[config.mk]
export PLATFORM = sky130hd
export DESIGN_NAME = clamp_pulse_gen
export DESIGN_NICKNAME = d
export VERILOG_FILES = /design/src/rtl/clamp_pkg.sv /design/src/rtl/sync_edge_detect.sv /design/src/rtl/line_period_meter.sv /design/src/rtl/hsync_regen.sv /design/src/rtl/clamp_sequencer.sv /design/src/rtl/clamp_pulse_gen.sv
export SDC_FILE = /design/constraint.sdc
export NUM_CORES = 1
export LEC_CHECK = 0
export ABC_AREA = 1
export BUFFER_PORTS_ARGS = -buffer_cell sky130_fd_sc_hd__clkbuf_2
export CORE_ASPECT_RATIO = 1.5
export CORE_MARGIN = 1.5
export CORE_UTILIZATION = 60
export CTS_BUF_LIST = sky130_fd_sc_hd__clkbuf_4
export DETAILED_ROUTE_END_ITERATION = 10
export PLACE_DENSITY = 0.78
export RECOVER_POWER = 50
export SLEW_MARGIN = 20
export SYNTH_ARGS = -nofsm -noshare
export SYNTH_HDL_FRONTEND = slang
export SYNTH_HIERARCHICAL = 1
export SYNTH_SLANG_ARGS = --single-unit
[constraint.sdc]
create_clock -name clk -period 2.1 [get_ports clk]
set_clock_uncertainty 0.1 [all_clocks]
set_input_delay 0 -clock clk [delete_from_list [all_inputs] [get_ports clk]]
set_output_delay 0 -clock clk [all_outputs]
set_load 0.01 [all_outputs]
[src/rtl/clamp_pkg.sv]
package clamp_pkg;

    typedef enum logic [1:0] {
        CS_IDLE  = 2'd0,
        CS_WAIT  = 2'd1,
        CS_PULSE = 2'd2
    } clamp_state_e;

    typedef struct packed {
        logic lead;
        logic trail;
    } sync_evt_t;

    // a programmed count of zero is read as one
    function automatic int unsigned floor_one(input int unsigned v);
        return (v == 0) ? 1 : v;
    endfunction

endpackage

[src/rtl/sync_edge_detect.sv]
module sync_edge_detect
    import clamp_pkg::*;
(
    input  logic      clk,
    input  logic      rst,
    input  logic      sync_i,
    input  logic      pol_i,
    input  logic      mask_i,
    output sync_evt_t evt_o
);
    logic act_now;
    logic act_q;
    logic act_d;

    // normalise so that 1 always means "sync active"
    assign act_now = pol_i ? sync_i : ~sync_i;

    always_ff @(posedge clk) begin
        if (rst) begin
            act_q <= 1'b0;
            act_d <= 1'b0;
        end else begin
            act_q <= act_now;
            act_d <= act_q;
        end
    end

    always_comb begin
        evt_o.lead  = act_q & ~act_d & ~mask_i;
        evt_o.trail = ~act_q & act_d & ~mask_i;
    end

endmodule

[src/rtl/line_period_meter.sv]
module line_period_meter #(
    parameter int LINE_W = 16
) (
    input  logic              clk,
    input  logic              rst,
    input  logic              pd_i,
    input  logic              lead_i,
    output logic [LINE_W-1:0] period_o
);
    localparam logic [LINE_W-1:0] LINE_MAX = {LINE_W{1'b1}};

    logic [LINE_W-1:0] run_q;
    logic              valid_q;

    always_ff @(posedge clk) begin
        if (rst) begin
            run_q    <= '0;
            period_o <= LINE_MAX;
            valid_q  <= 1'b0;
        end else if (pd_i) begin
            valid_q <= 1'b0;
        end else if (lead_i) begin
            if (valid_q) begin
                period_o <= run_q;
            end
            valid_q <= 1'b1;
            run_q   <= LINE_W'(1);
        end else if (run_q != LINE_MAX) begin
            run_q <= run_q + LINE_W'(1);
        end
    end

    assert_period_on_lead_R9: assert property (@(posedge clk) disable iff (rst)
        !$stable(period_o) |-> $past(lead_i));

    assert_run_saturates_R9: assert property (@(posedge clk) disable iff (rst)
        (run_q == LINE_MAX && !lead_i) |=> (run_q == LINE_MAX));

endmodule

[src/rtl/hsync_regen.sv]
module hsync_regen
    import clamp_pkg::*;
#(
    parameter int LINE_W = 16
) (
    input  logic              clk,
    input  logic              rst,
    input  logic              pd_i,
    input  sync_evt_t         evt_i,
    input  logic [LINE_W-1:0] period_i,
    output logic              hs_o
);
    logic [LINE_W-1:0] half_len;
    logic [LINE_W-1:0] high_cnt_q;

    assign half_len = period_i >> 1;

    always_ff @(posedge clk) begin
        if (rst) begin
            hs_o       <= 1'b0;
            high_cnt_q <= '0;
        end else if (pd_i) begin
            hs_o <= 1'b0;
        end else if (evt_i.lead) begin
            hs_o       <= 1'b1;
            high_cnt_q <= LINE_W'(1);
        end else if (hs_o) begin
            if (evt_i.trail || high_cnt_q >= half_len) begin
                hs_o <= 1'b0;
            end else begin
                high_cnt_q <= high_cnt_q + LINE_W'(1);
            end
        end
    end

    assert_lead_starts_R7: assert property (@(posedge clk) disable iff (rst)
        (evt_i.lead && !pd_i) |=> hs_o);

    assert_trail_ends_R7: assert property (@(posedge clk) disable iff (rst)
        (evt_i.trail && !pd_i) |=> !hs_o);

    assert_hs_quiet_R10: assert property (@(posedge clk) disable iff (rst)
        pd_i |=> !hs_o);

endmodule

[src/rtl/clamp_sequencer.sv]
module clamp_sequencer
    import clamp_pkg::*;
#(
    parameter int CNT_W = 8
) (
    input  logic             clk,
    input  logic             rst,
    input  logic             pd_i,
    input  logic             trail_i,
    input  logic [CNT_W-1:0] dly_i,
    input  logic [CNT_W-1:0] wid_i,
    output logic             clamp_o
);
    localparam logic [CNT_W-1:0] ONE = CNT_W'(1);
    localparam logic [CNT_W-1:0] TWO = CNT_W'(2);

    clamp_state_e     state_q;
    logic [CNT_W-1:0] cnt_q;
    logic [CNT_W-1:0] dly_eff;
    logic [CNT_W-1:0] wid_eff;

    assign dly_eff = CNT_W'(floor_one(32'(dly_i)));
    assign wid_eff = CNT_W'(floor_one(32'(wid_i)));

    always_ff @(posedge clk) begin
        if (rst) begin
            state_q <= CS_IDLE;
            cnt_q   <= '0;
        end else if (pd_i) begin
            state_q <= CS_IDLE;
        end else if (trail_i) begin
            // the edge detector costs one cycle, so the wait is preloaded with D-2
            if (dly_eff == ONE) begin
                state_q <= CS_PULSE;
                cnt_q   <= wid_eff - ONE;
            end else begin
                state_q <= CS_WAIT;
                cnt_q   <= dly_eff - TWO;
            end
        end else begin
            unique case (state_q)
                CS_WAIT: begin
                    if (cnt_q == '0) begin
                        state_q <= CS_PULSE;
                        cnt_q   <= wid_eff - ONE;
                    end else begin
                        cnt_q <= cnt_q - ONE;
                    end
                end
                CS_PULSE: begin
                    if (cnt_q == '0) begin
                        state_q <= CS_IDLE;
                    end else begin
                        cnt_q <= cnt_q - ONE;
                    end
                end
                default: state_q <= CS_IDLE;
            endcase
        end
    end

    assign clamp_o = (state_q == CS_PULSE);

    assert_first_step_R2: assert property (@(posedge clk) disable iff (rst)
        (trail_i && !pd_i) |=> (clamp_o == ($past(dly_eff) == ONE)));

    assert_clamp_quiet_R10: assert property (@(posedge clk) disable iff (rst)
        pd_i |=> !clamp_o);

    assert_pulse_needs_cause_R5: assert property (@(posedge clk) disable iff (rst)
        $rose(clamp_o) |-> ($past(state_q) == CS_WAIT || $past(trail_i)));

endmodule

[src/rtl/clamp_pulse_gen.sv]
module clamp_pulse_gen
    import clamp_pkg::*;
#(
    parameter int CNT_W  = 8,
    parameter int LINE_W = 16
) (
    input  logic             clk,
    input  logic             rst,
    input  logic             hsync_in,
    input  logic             sync_pol,
    input  logic [CNT_W-1:0] clamp_delay,
    input  logic [CNT_W-1:0] clamp_width,
    input  logic             coast,
    input  logic             power_down,
    output logic             clamp_out,
    output logic             hsync_out
);
    sync_evt_t         evt;
    logic              evt_mask;
    logic [LINE_W-1:0] line_period;

    assign evt_mask = coast | power_down;

    sync_edge_detect u_edge (
        .clk    (clk),
        .rst    (rst),
        .sync_i (hsync_in),
        .pol_i  (sync_pol),
        .mask_i (evt_mask),
        .evt_o  (evt)
    );

    line_period_meter #(.LINE_W(LINE_W)) u_period (
        .clk      (clk),
        .rst      (rst),
        .pd_i     (power_down),
        .lead_i   (evt.lead),
        .period_o (line_period)
    );

    hsync_regen #(.LINE_W(LINE_W)) u_hsync (
        .clk      (clk),
        .rst      (rst),
        .pd_i     (power_down),
        .evt_i    (evt),
        .period_i (line_period),
        .hs_o     (hsync_out)
    );

    clamp_sequencer #(.CNT_W(CNT_W)) u_clamp (
        .clk     (clk),
        .rst     (rst),
        .pd_i    (power_down),
        .trail_i (evt.trail),
        .dly_i   (clamp_delay),
        .wid_i   (clamp_width),
        .clamp_o (clamp_out)
    );

    assert_coast_keeps_period_R6: assert property (@(posedge clk) disable iff (rst)
        coast |=> $stable(line_period));

    assert_coast_no_hs_start_R6: assert property (@(posedge clk) disable iff (rst)
        (coast && !hsync_out) |=> !hsync_out);

endmodule

==> results of run 1 <==
==> sequential cells by signal, indices dropped and copies added (netlist names) <==
name,count
u_period/valid_q,1
u_edge/act_q,1
u_period/period_o,15
u_hsync/high_cnt_q,16
u_hsync/hs_o,1
u_period/run_q,16
u_clamp/cnt_q,8
u_edge/act_d,1
u_clamp/state_q,2
==> layer usage <==
metal,wire [um],GRT usage [%],vias up
met5,0,0,-
met2,6190,57.3,148
li1,-,-,2398
met1,4440,30.5,2141
met4,513,14.9,0
met3,517,4.27,41
==> where the power goes <==
| group | leakage (nW) | internal [W] | total (W) | switching [W] |
|---|---|---|---|---|
| Clock | 0.0799 | 0.000484 | 0.000928 | 0.000444 |
| Combinational | 2.04 | 0.000152 | 0.000402 | 0.000250 |
| Sequential | 0.495 | 0.00118 | 0.00121 | 0.0000278 |
| Total | 2.62 | 0.00182 | 0.00254 | 0.000722 |
==> what timing repair did <==
action / in CTS / in global routing
endpoints found under the hold margin: 22 / 0
hold buffers: 15 / 0
gates resized for setup: 0 / 16
endpoints found under the setup margin: 0 / 31
buffers inserted: 0 / 5
==> area by class of cell <==
type / count / area (um2) / area share (%)
Tap cell: 100 / 125 / 2.39
Clock buffer: 10 / 75.1 / 1.43
Inverter: 108 / 413 / 7.88
Timing Repair inverter: 1 / 7.51 / 0.143
Sequential cell: 61 / 1230 / 23.4
Multi-Input combinational cell: 515 / 2860 / 54.5
Timing Repair Buffer: 63 / 460 / 8.78
Clock inverter: 5 / 76.3 / 1.46
==> worst reg2reg max path: stages (launching register included) <==
cell and delay, ns:
dfxtp_1 0.42, ha_1 0.27, nand2_1 0.07, nand2_1 0.05, nand2_1 0.05, nand2_1 0.07
nand2_1 0.07, nand2_1 0.04, nand2_1 0.05, nand4_1 0.08, nand2_2 0.16, buf_6 0.15
nand4_1 0.10, a21oi_2 0.20
==> through the flow <==
stage | utilization [%] | total power [W]
floorplan | - | 0.00150
global placement | 66.3 | 0.00160
detailed placement | 66.3 | 0.00160
CTS | 70.4 | 0.00254
global route | 71.6 | 0.00265
finish | 71.6 | 0.00254
==> worst min path at each step <==
stage,from,to,slack (ns),cells after the start
floorplan,rst,u_hsync/high_cnt_q[11],-0.03,1
global placement,hsync_in,u_edge/act_q,0.14,3
detailed placement,hsync_in,u_edge/act_q,0.16,3
CTS,clamp_delay[4],u_clamp/cnt_q[4],0.006,6
global route,clamp_delay[4],u_clamp/cnt_q[4],0.04,6
finish,clamp_delay[5],u_clamp/state_q[0],0.01,5
==> summary.txt, run 1 <==
Floorplan
  • Die width: 74.5 um
  • Core ar.: 7320 um2
  • # rows: 38
  • Die area: 8210 um2
  • Ports: 24
  • Die height: 110 um
  • Starting Density: 62.8%

STA
  • Final WS setup: 0.135 ns
  • F_max: 0.509 GHz
  • Fin Setup TNS: 0 ns
  • Final hold vios: 0
  • RSZ-0062 raised after global routing: yes
  • Setup violations, final: 0
  • Slew Limit Fails: 0
  • Final period util: 93.6%
  • Worst slew pin tran: 0.493 ns
  • Tmin final: 1.96 ns
  • Hold WS: 0.0149 ns
  • Slew margin rel.: 67.1%

Setup path
  • Reg2reg end: u_hsync/high_cnt_q[11]
  • Slowest library cell on the worst path: dfxtp_1
  • Crit path kind: reg2reg
  • Cell family with most CP delay: simple AND/OR/NAND/NOR gates
  • Critical path depth: 13
  • R2r setup slk: 0.14 ns
  • Max incr delay on CP: 0.42 ns
  • Most frequent CP cell: nand2_1
  • CP Launch Type: flip-flop
  • Buf/Inv on CP: 1
  • CP Launch Point: u_hsync/high_cnt_q[1]
  • R2R depth: 13
  • Critical R2R Launch: u_hsync/high_cnt_q[1]
  • Crit path arrival time: 2.21 ns
  • Crit path max fanout: 7
  • Critical Path End Type: flip-flop
  • Crit path required time: 2.35 ns
  • Crit path to: u_hsync/high_cnt_q[11]
  • CP cell instances: ha_1, nand2_1, nand2_1, nand2_1, nand2_1, nand2_1, nand2_1, nand2_1, nand4_1, nand2_2, buf_6, nand4_1, a21oi_2

Cells and area
  • Number of fill cells: 659
  • Layout cells sized above 1: 19.3%
  • Nets: 802
  • Area Overhead vs Synth: 14.0%
  • Finished layout cell area: 5240 um2
  • N_diodes: 0
  • Post-Layout Cell Count: 863
  • Most common cell after layout, fill and taps aside: nand2_1
  • Most frequent cells in the layout: nand2_1, nor2_1, inv_1

Place
  • Placed Area: 4850 um2
  • RD Place Congestion: 0.957
  • Port Buffers: 23
  • Inst Count DP: 827
  • Pre-CTS setup slack: 0.0434 ns
  • Post-DP HPWL: 8670 um

CTS
  • CTS tree: built
  • Clk slew on worst S/H paths: 0.11 ns
  • Clock Path Buffers: 2
  • H-Tree Depth: 3
  • Clk Latency, worst-skew pair: 0.43 ns
  • Clk root buf: clkbuf_4
  • Sink Count: 61
  • Total CTS buffers: 9

Power and ir drop
  • Leak: 2.62 nW
  • Pwr/cell area: 484 nW/um2
  • Peak supply drop: 0.461 mV

Yosys
  • Syn_nets: 750
  • Post-Syn Area per Cell: 6.51 um2
  • Syn Std Cell Area: 4600 um2
  • Yosys warns: 6
  • Post-Syn Instances: 707

Route
  • DR vias: 4728
  • # DRC: 0
  • Via/cell ratio: 5.48
  • Wire length per cell: 13.5 um
  • Post-route ant nets: 0
  • Drt pass-1 iters: 5
  • Post-Route WL: 11700 um
  • 1st-iter DRT viols: 271

Global route
  • First-pass GRT wire length: 19000 um
  • Total track usage: 29.9%
  • Number of global-route vias before repair: 4397
  • Total gr overflow: 0
  • Largest net degree at the start of global routing: 29
  • Initial antenna violation count: 0

Hold path
  • Min-delay worst type: in2reg

Status
  • Status: completed

Run
  • Max-cap check violation count: 0
No activity file was read; power rests on OpenSTA's default activity.
==> inputs of run 2 (changes only) <==
PLACE_DENSITY = unset   (was 0.78)
PLACE_DENSITY_LB_ADDON = 0.12   (was unset)
TNS_END_PERCENT = 100   (was unset)
==> run 2 against run 1 <==
Effect of this change:
- global-route usage shrank 0.25 points
- routed wire length grew 0.60%
- clock power shrank 14%
- final cell count grew 0.35%
- worst hold slack gained 0.023 ns
- power shrank 5.1%
- combinational power grew 1%
- final area shrank 0.88%
- sequential power is essentially flat
- non-clock buffer count grew 1
- largest cell class unchanged
- largest power group unchanged
- highest routed layer unchanged
==> summary.txt, run 2 (synthesis gave the netlist of run 1 again) <==
STA
  • Fin Setup TNS: 0 ns (unchanged)
  • Setup violations, final: 0 (unchanged)
  • RSZ-0062 raised after global routing: no
  • Slew Limit Fails: 0 (unchanged)
  • Tmin final: 2.02 ns (+0.0575 ns)
  • F_max: 0.494 GHz (-2.8%)
  • Slew margin rel.: 72.6% (+5.5 points)
  • Final period util: 96.3% (+2.7 points)
  • Final hold vios: 0 (unchanged)
  • Worst slew pin tran: 0.411 ns (-0.0825 ns)

Route
  • Drt pass-1 iters: 5 (unchanged)
  • Post-route ant nets: 0 (unchanged)
  • Via/cell ratio: 5.42 (-1.0%)
  • DR vias: 4695 (-0.70%)
  • Post-Route WL: 11700 um (+0.60%)
  • 1st-iter DRT viols: 259 (-4.4%)
  • # DRC: 0 (unchanged)
  • Wire length per cell: 13.5 um (+0.25%)

Run
  • Max-cap check violation count: 0 (unchanged)

CTS
  • Clock Path Buffers: 2 (unchanged)
  • CTS tree: built
  • Total CTS buffers: 9 (unchanged)
  • Clk slew on worst S/H paths: 0.10 ns (about the same)
  • H-Tree Depth: 3 (unchanged)
  • Clk Latency, worst-skew pair: 0.41 ns (-0.02 ns)
  • Sink Count: 61 (unchanged)
  • Clk root buf: clkbuf_4

Cells and area
  • Finished layout cell area: 5190 um2 (-0.88%)
  • Most common cell after layout, fill and taps aside: nand2_1
  • Most frequent cells in the layout: nand2_1, nor2_1, inv_1
  • Area of the multi-input gates: 2820 um2 (-1.4%)
  • Finished Core Util: 71.0% (-0.63 points)
  • Nets: 804 (+0.25%)
  • Layout cells sized above 1: 17.5% (-1.8 points)
  • Largest regs: u_hsync/high_cnt_q: 16 flops, u_period/run_q: 16 flops, u_period/period_o: 15 flops
  • Number of fill cells: 665 (+0.91%)
  • Area Overhead vs Synth: 12.9%
  • N_diodes: 0 (unchanged)
  • Register area: 1220 um2 (-0.31%)

Global route
  • Initial antenna violation count: 0 (unchanged)
  • Largest net degree at the start of global routing: 29 (unchanged)
  • Total gr overflow: 0 (unchanged)
  • First-pass GRT wire length: 18600 um (-1.8%)
  • Total track usage: 29.6% (-0.25 points)
  • Number of global-route vias before repair: 4250 (-3.3%)

Setup path
  • Slowest library cell on the worst path: dlygate4sd3_1
  • Critical Path End Type: flip-flop
  • Crit path required time: 2.31 ns (-0.04 ns)
  • CP cell instances: dlygate4sd3_1, clkbuf_2, nor3_4, dlygate4sd3_1, nand3_4, nand2_2, inv_1, nand2_1, o211ai_2, nor2_1, nor2_1
  • Crit path max fanout: 8 (+1)
  • Crit path kind: in2reg
  • CP Launch Type: primary input
  • Crit path arrival time: 2.23 ns (+0.02 ns)
  • Buf/Inv on CP: 4 (+3)
  • Cell family with most CP delay: buffers and inverters
  • Max incr delay on CP: 0.63 ns (+0.21 ns)

Power and ir drop
  • Leak: 2.61 nW (-0.40%)
  • Peak supply drop: 0.357 mV (-23%)
  • Pwr/cell area: 463 nW/um2 (-4.3%)

Floorplan
  • Die height: 110 um (unchanged)
  • Ports: 24 (unchanged)
  • Core ar.: 7320 um2 (unchanged)
  • Starting Density: 62.8% (unchanged)
  • # rows: 38 (unchanged)
  • Die width: 74.5 um (unchanged)
  • Die area: 8210 um2 (unchanged)

Place
  • Placed Area: 4880 um2 (+0.57%)
  • RD Place Congestion: 0.936 (-2.2%)
  • Post-DP HPWL: 8700 um (+0.36%)
  • Port Buffers: 23 (unchanged)

Status
  • Status: completed

Hold path
  • Min-delay worst type: in2reg
==> run 2: changes by cell type in the layout (fill, tap and decap cells not counted), moves of 2 or more <==
cell,change
clkbuf_1,+3
nor2_1,+2
buf_6,-2
dlygate4sd3_1,+2
dfxtp_2,-3
dfxtp_1,+3
clkbuf_2,-3
clkinv_2,+3
a21oi_1,+4
a21oi_2,-4
nor2_2,-2
==> run 2: where the power goes <==
part | internal [W] | switching [W] | leakage [nW]
clock network | 0.000365 | 0.000430 | 0.0773
registers | 0.00118 | 0.0000269 | 0.496
logic | 0.000157 | 0.000250 | 2.03
total | 0.00170 | 0.000707 | 2.61
==> run 2: path summary, 6_finish.rpt <==
check,start,to,slack (ns),depth (start not counted)
setup / recovery,clamp_delay[1],u_clamp/cnt_q[0],0.08,11
hold / removal,clamp_width[4],u_clamp/cnt_q[5],0.04,7
setup reg to reg,u_period/period_o[6],u_hsync/high_cnt_q[11],0.14,12
hold reg to reg,u_edge/act_q,u_edge/act_d,0.36,2
==> run 2: area by class of cell <==
cell class / instances / area share (%)
repair buffers: 64 / 9.13
clock buffers: 10 / 1.45
well taps: 100 / 2.41
multi-input cells: 515 / 54.2
flip-flops and latches: 61 / 23.6
repair inverters: 2 / 0.289
inverters: 108 / 7.95
clock inverters: 6 / 1.04
==> run 2: metal layers <==
layer	track usage [%]	vias up	wire (um)	part of all wire, %
li1	-	2402	-	-
met1	31.5	2112	4610	39
met2	52.9	147	6130	52
met3	6.18	34	568	4.8
met4	17.1	0	420	3.6
met5	0	-	0	0
==> run 2: worst min-delay path: stages <==
cell and delay, ns:
clkbuf_2 0.10, nor2_1 0.04, nand4_1 0.09, xor2_1 0.08, nand2_1 0.06, nand2_1 0.06, a21oi_2 0.10
==> run 2: per-stage QoR <==
step | worst slack [ns] | instances | hold WS, ns | total power, W
global placement | 0.178 | 829 | 0.153 | 0.00160
detailed placement | 0.119 | 829 | 0.160 | 0.00161
CTS | 0.0753 | 862 | 0.0130 | 0.00243
floorplan | 0.216 | 707 | -0.0309 | 0.00150
finish | 0.0777 | 866 | 0.0378 | 0.00241
global route | 0.0144 | 866 | 0.0453 | 0.00253
==> run 2: timing repair <==
item,CTS,global route
gates resized for setup,0,8
endpoints found under the hold margin,19,0
buffers inserted,0,2
hold buffers,17,0
setup endpoints to repair,0,26
